`config.mk`:
```
export PLATFORM = sky130hd
export DESIGN_NAME = pf_irq_pulser
export DESIGN_NICKNAME = d
export VERILOG_FILES = /design/src/rtl/pf_irq_pkg.sv /design/src/rtl/pf_sample_qual.sv /design/src/rtl/pf_pulse_timer.sv /design/src/rtl/pf_irq_pulser.sv
export SDC_FILE = /design/constraint.sdc
export NUM_CORES = 1
export LEC_CHECK = 0
export ABC_AREA = 1
export CAP_MARGIN = 10
export CORE_AREA = 8 8 58 60
export DETAILED_ROUTE_END_ITERATION = 10
export DIE_AREA = 0 0 66 68
export DONT_BUFFER_PORTS = 1
export PLACE_DENSITY = 0.34
export SLEW_MARGIN = 20
export SYNTH_ARGS = -nofsm -noshare
export SYNTH_HDL_FRONTEND = slang
export SYNTH_SLANG_ARGS = --single-unit
```
`constraint.sdc`:
```
create_clock -name clk_i -period 1.38 [get_ports clk_i]
set_input_delay 0.207 -clock clk_i [delete_from_list [all_inputs] [get_ports clk_i]]
set_output_delay 0.207 -clock clk_i [all_outputs]
set_load 0.005 [all_outputs]
```
`src/rtl/pf_irq_pkg.sv`:
```
package pf_irq_pkg;
  typedef enum logic {
    SRC_CMP    = 1'b0,
    SRC_SUPPLY = 1'b1
  } pf_src_e;
endpackage

```
`src/rtl/pf_sample_qual.sv`:
```
module pf_sample_qual #(
  parameter int unsigned QUAL_SAMPLES = 3
) (
  input  logic clk_i,
  input  logic rst_ni,
  input  logic tick_i,
  input  logic below_i,
  input  logic enable_i,
  output logic fire_o
);
  localparam int unsigned CW = $clog2(QUAL_SAMPLES + 1);
  localparam logic [CW-1:0] CMAX = CW'(QUAL_SAMPLES);
  localparam logic [CW-1:0] CFIRE = CW'(QUAL_SAMPLES - 1);

  logic [CW-1:0] cnt_q;
  logic          fired_q;

  assign fire_o = tick_i & below_i & (cnt_q >= CFIRE) & ~fired_q & enable_i;

  always_ff @(posedge clk_i or negedge rst_ni) begin
    if (!rst_ni) begin
      cnt_q   <= '0;
      fired_q <= 1'b0;
    end else if (tick_i) begin
      if (!below_i) begin
        cnt_q   <= '0;
        fired_q <= 1'b0;
      end else begin
        if (cnt_q != CMAX) cnt_q <= cnt_q + 1'b1;
        if (fire_o) fired_q <= 1'b1;
      end
    end
  end

  a_r2_clear_on_high: assert property (@(posedge clk_i) disable iff (!rst_ni)
    (tick_i && !below_i) |=> (cnt_q == '0));
  a_r6_no_rearm: assert property (@(posedge clk_i) disable iff (!rst_ni)
    (fired_q && !(tick_i && !below_i)) |=> fired_q);
endmodule

```
`src/rtl/pf_pulse_timer.sv`:
```
module pf_pulse_timer
  import pf_irq_pkg::*;
#(
  parameter int unsigned PULSE_TICKS = 7
) (
  input  logic    clk_i,
  input  logic    rst_ni,
  input  logic    tick_i,
  input  logic    below_i,
  input  logic    start_i,
  input  pf_src_e src_i,
  output logic    active_o
);
  localparam int unsigned PW = $clog2(PULSE_TICKS + 1);
  localparam logic [PW-1:0] PLOAD = PW'(PULSE_TICKS);

  logic [PW-1:0] left_q;
  pf_src_e       src_q;
  logic          active_q;

  always_ff @(posedge clk_i or negedge rst_ni) begin
    if (!rst_ni) begin
      active_q <= 1'b0;
      left_q   <= '0;
      src_q    <= SRC_CMP;
    end else if (active_q) begin
      if (tick_i) begin
        if (src_q == SRC_CMP && !below_i) active_q <= 1'b0;  // input recovered
        else if (left_q == PW'(1))        active_q <= 1'b0;
        else                              left_q   <= left_q - 1'b1;
      end
    end else if (start_i) begin
      active_q <= 1'b1;
      left_q   <= PLOAD;
      src_q    <= src_i;
    end
  end

  assign active_o = active_q;

  a_r3_left_range: assert property (@(posedge clk_i) disable iff (!rst_ni)
    active_q |-> (left_q != '0 && left_q <= PLOAD));
  a_r3_hold_between_ticks: assert property (@(posedge clk_i) disable iff (!rst_ni)
    (active_q && !tick_i) |=> active_q);
endmodule

```
`src/rtl/pf_irq_pulser.sv`:
```
module pf_irq_pulser
  import pf_irq_pkg::*;
#(
  parameter int unsigned QUAL_SAMPLES = 3,
  parameter int unsigned PULSE_TICKS  = 7
) (
  input  logic clk_i,
  input  logic rst_ni,
  input  logic tick_i,
  input  logic below_i,
  input  logic supply_ok_i,
  input  logic above_bat_i,
  input  logic batt_mode_i,
  input  logic strobe_i,
  output logic irq_no,
  output logic irq_oe_o
);
  logic seen_q, sup_q, strb_q;
  logic qual_fire, strb_fall, sup_fall, start, active;
  pf_src_e start_src;

  always_ff @(posedge clk_i or negedge rst_ni) begin
    if (!rst_ni) begin
      seen_q <= 1'b0;
      sup_q  <= 1'b0;
      strb_q <= 1'b0;
    end else begin
      seen_q <= seen_q | supply_ok_i;
      sup_q  <= supply_ok_i;
      strb_q <= strobe_i;
    end
  end

  pf_sample_qual #(.QUAL_SAMPLES(QUAL_SAMPLES)) u_qual (
    .clk_i   (clk_i),
    .rst_ni  (rst_ni),
    .tick_i  (tick_i),
    .below_i (below_i),
    .enable_i(seen_q),
    .fire_o  (qual_fire)
  );

  assign strb_fall = strb_q & ~strobe_i & below_i & seen_q;
  assign sup_fall  = sup_q & ~supply_ok_i & ~batt_mode_i;
  assign start     = qual_fire | strb_fall | sup_fall;
  assign start_src = sup_fall ? SRC_SUPPLY : SRC_CMP;

  pf_pulse_timer #(.PULSE_TICKS(PULSE_TICKS)) u_timer (
    .clk_i   (clk_i),
    .rst_ni  (rst_ni),
    .tick_i  (tick_i),
    .below_i (below_i),
    .start_i (start),
    .src_i   (start_src),
    .active_o(active)
  );

  assign irq_no   = ~(active & above_bat_i);
  assign irq_oe_o = above_bat_i | batt_mode_i;

  a_r5_masked_until_supply: assert property (@(posedge clk_i) disable iff (!rst_ni)
    (!seen_q && !active) |=> !active);
  a_r9_idle_below_bat: assert property (@(posedge clk_i) disable iff (!rst_ni)
    !above_bat_i |-> irq_no);
endmodule

```
==> reports/qor.csv <==
metric;value;unit
Starting Density;0.226;
syn_nets;79;
Min Clock Period, post-route;1.25;ns
total routed wirelength;1190;µm
sequential power share;0.459;
IO buf count;0;
crit end category;flip-flop;
Avg WL per Cell;11.2;µm
layout cell share with drive strength beyond 1;0.160;
element type at the critical path start;flip-flop;
total of max-cap violations;0;
TNS Setup;0;ns
Final Max Slew Viols;0;
Clock Sinks;11;
Hold Vio Cnt, Final;0;
antenna violations before repair;0;
Fin Clk Skew;0.00298;ns
largest net degree at the start of global routing;12;
core box area;2570;µm²
H-tree depth;1;
arrival time worst endpoint;1.41;ns
first-pass GRT wire length;2040;µm
Post-route DRC;0;
vias;457;
Sw Pwr;395;µW
Die H;68;µm
RSZ-0062 raised after global routing;false;
GP Congestion;0.676;
post-route ant nets;0;
synth-to-layout area growth;17.7;%
sequential area share after synthesis;0.475;
Final Cycle Share;0.904;
post-CTS sizing;0;
grt ovf;0;
hpwl dp;905;µm
Clock Power Share;0.208;
# diodes;0;
Die X;66;µm
slew margin rel.;0.652;
Peak supply drop;662;µV
P_int;678;µW
WL met1;499;µm
Clock Latency Late Sink;0.27;ns
vias in the first global route;439;
Lkg Pwr;0.356;nW
DRT iter0 DRCs;15;
Critical Path RT;1.54;ns
Worst Max-Slew Pin Slew;0.520;ns
Pwr Density;1570;nW/µm²
Sw Ratio;0.368;
Final #Nets;88;
synth warn;0;
DRT Pass-1 Iters;4;
met2 WL;565;µm
critical path fanouts, max;5;
met3 WL;81;µm
Vias/cell;4.31;
CTS Buffer Depth;2;
Synth Area per Inst;8.65;µm²
Die ar.;4490;µm²
Unique masters post-synth;17;
Synth Instances;67;
synthesized cell area;579;µm²
#FFs+latches synth;11;
status;finished, final reports clean;
final setup fails;0;
hold crit path type;input port to flip-flop;
overall power;1.07;mW
I/O pin count;10;
Clk pin slew, worst setup/hold paths;0.07;ns
TritonCTS Buffers;3;
combinational fraction of design power;0.333;
CTS tree;done;
clk root buf;clkbuf_4;
GRT Util Overall;0.0627;
Fmax achieved;801;MHz
DR top layer;met4;
Site Rows;19;
critical path class;flip-flop to flip-flop;
## cells in the mapped netlist, drive strengths merged
library cell  number  area share
a21oi              2       0.024
a22oi              1       0.013
dfrtp             11        0.48
ha                 4       0.086
inv               14       0.091
nand2             17        0.13
nand3              6       0.069
nand3b             1       0.013
nand4              1       0.011
nor2               2       0.017
o21ai              6       0.052
or2                2       0.022
## flip-flops by register name, indices dropped and copies added (netlist names)
name	flops
u_qual.fired_q	1
sup_q	1
u_qual.cnt_q	2
u_timer.active_o	1
seen_q	1
u_timer.src_q	1
strb_q	1
u_timer.left_q	3
## worst max-delay path, cell delays in order (launching register included)
cell	delay, ns
dfrtp_1	0.41
ha_1	0.19
inv_1	0.05
nand2_1	0.05
nand3_2	0.08
nand3_2	0.08
nand2_4	0.10
nand2_2	0.07
nand2_1	0.06
nand2_1	0.04
## what timing repair did
action	in CTS	in global routing
setup buffers	0	1
hold endpoints to repair	13	0
setup endpoints to repair	0	3
hold buffers	3	0
## routing by layer
layer,GRT usage,up-vias
met4,0.0560,0
met3,0.0327,5
met5,0,-
met1,0.0674,219
met2,0.0889,8
li1,-,225
## final timing paths
path,startpoint,endpoint,slack (ns),depth (start not counted)
hold reg to reg,u_timer.src_q,u_timer.src_q,0.49,2
setup reg to reg,u_qual.cnt_q[1],u_timer.left_q[1],0.13,9
setup / recovery,u_qual.cnt_q[1],u_timer.left_q[1],0.13,9
max in group asynchronous,rst_ni,u_timer.left_q[2],0.69,1
hold / removal,tick_i,u_qual.fired_q,0.04,1
min in group asynchronous,rst_ni,u_timer.src_q,0.35,1
## logic make-up after synthesis
family          share of synthesized area
flops                               0.475
compound gates                     0.0886
fa+ha+maj                          0.0864
simple gates                        0.259
buf+inv                            0.0907
## power by group through the flow
stage	Sequential, mW	Clock [mW]	Combinational [mW]
finish	0.493	0.223	0.357
global route	0.506	0.254	0.428
CTS	0.495	0.236	0.362
detailed placement	0.501	0	0.345
global placement	0.503	0	0.352
floorplan	0.481	0	0.292
## cell type report
type | instances | area [µm²]
inverter | 14 | 52.6
timing repair buffer | 4 | 37.5
multi-input combinational | 42 | 251
tap | 31 | 38.8
fill | 283 | 1890
clock buffer | 4 | 26.3
sequential | 11 | 275
## cells in the final DEF (no fill, tap or decap), drive strengths merged
cell type,Yosys,final
ha,4,4
dfrtp,11,11
nand3,6,6
a22oi,1,1
nand2,17,17
dlygate4sd3,0,3
or2,2,2
inv,14,14
a21oi,2,2
nor2,2,2
o21ai,6,6
nand3b,1,1
clkbuf,0,4
buf,0,1
nand4,1,1
## stage by stage
stage          hold WS, ns   util  std cells  setup slack [ns]  area, µm²
2_1_floorplan      -0.0886      -         67             0.222        579
3_3_place_gp       -0.0883  0.241         98             0.118        618
3_5_place_dp       -0.0882  0.241         98             0.103        618
4_1_cts             0.0368  0.263        105            0.0932        674
5_1_grt             0.0269  0.266        106            0.0109        682
6_report            0.0382  0.266        106             0.132        682
Note: power is estimated with default switching activity, not from simulation.
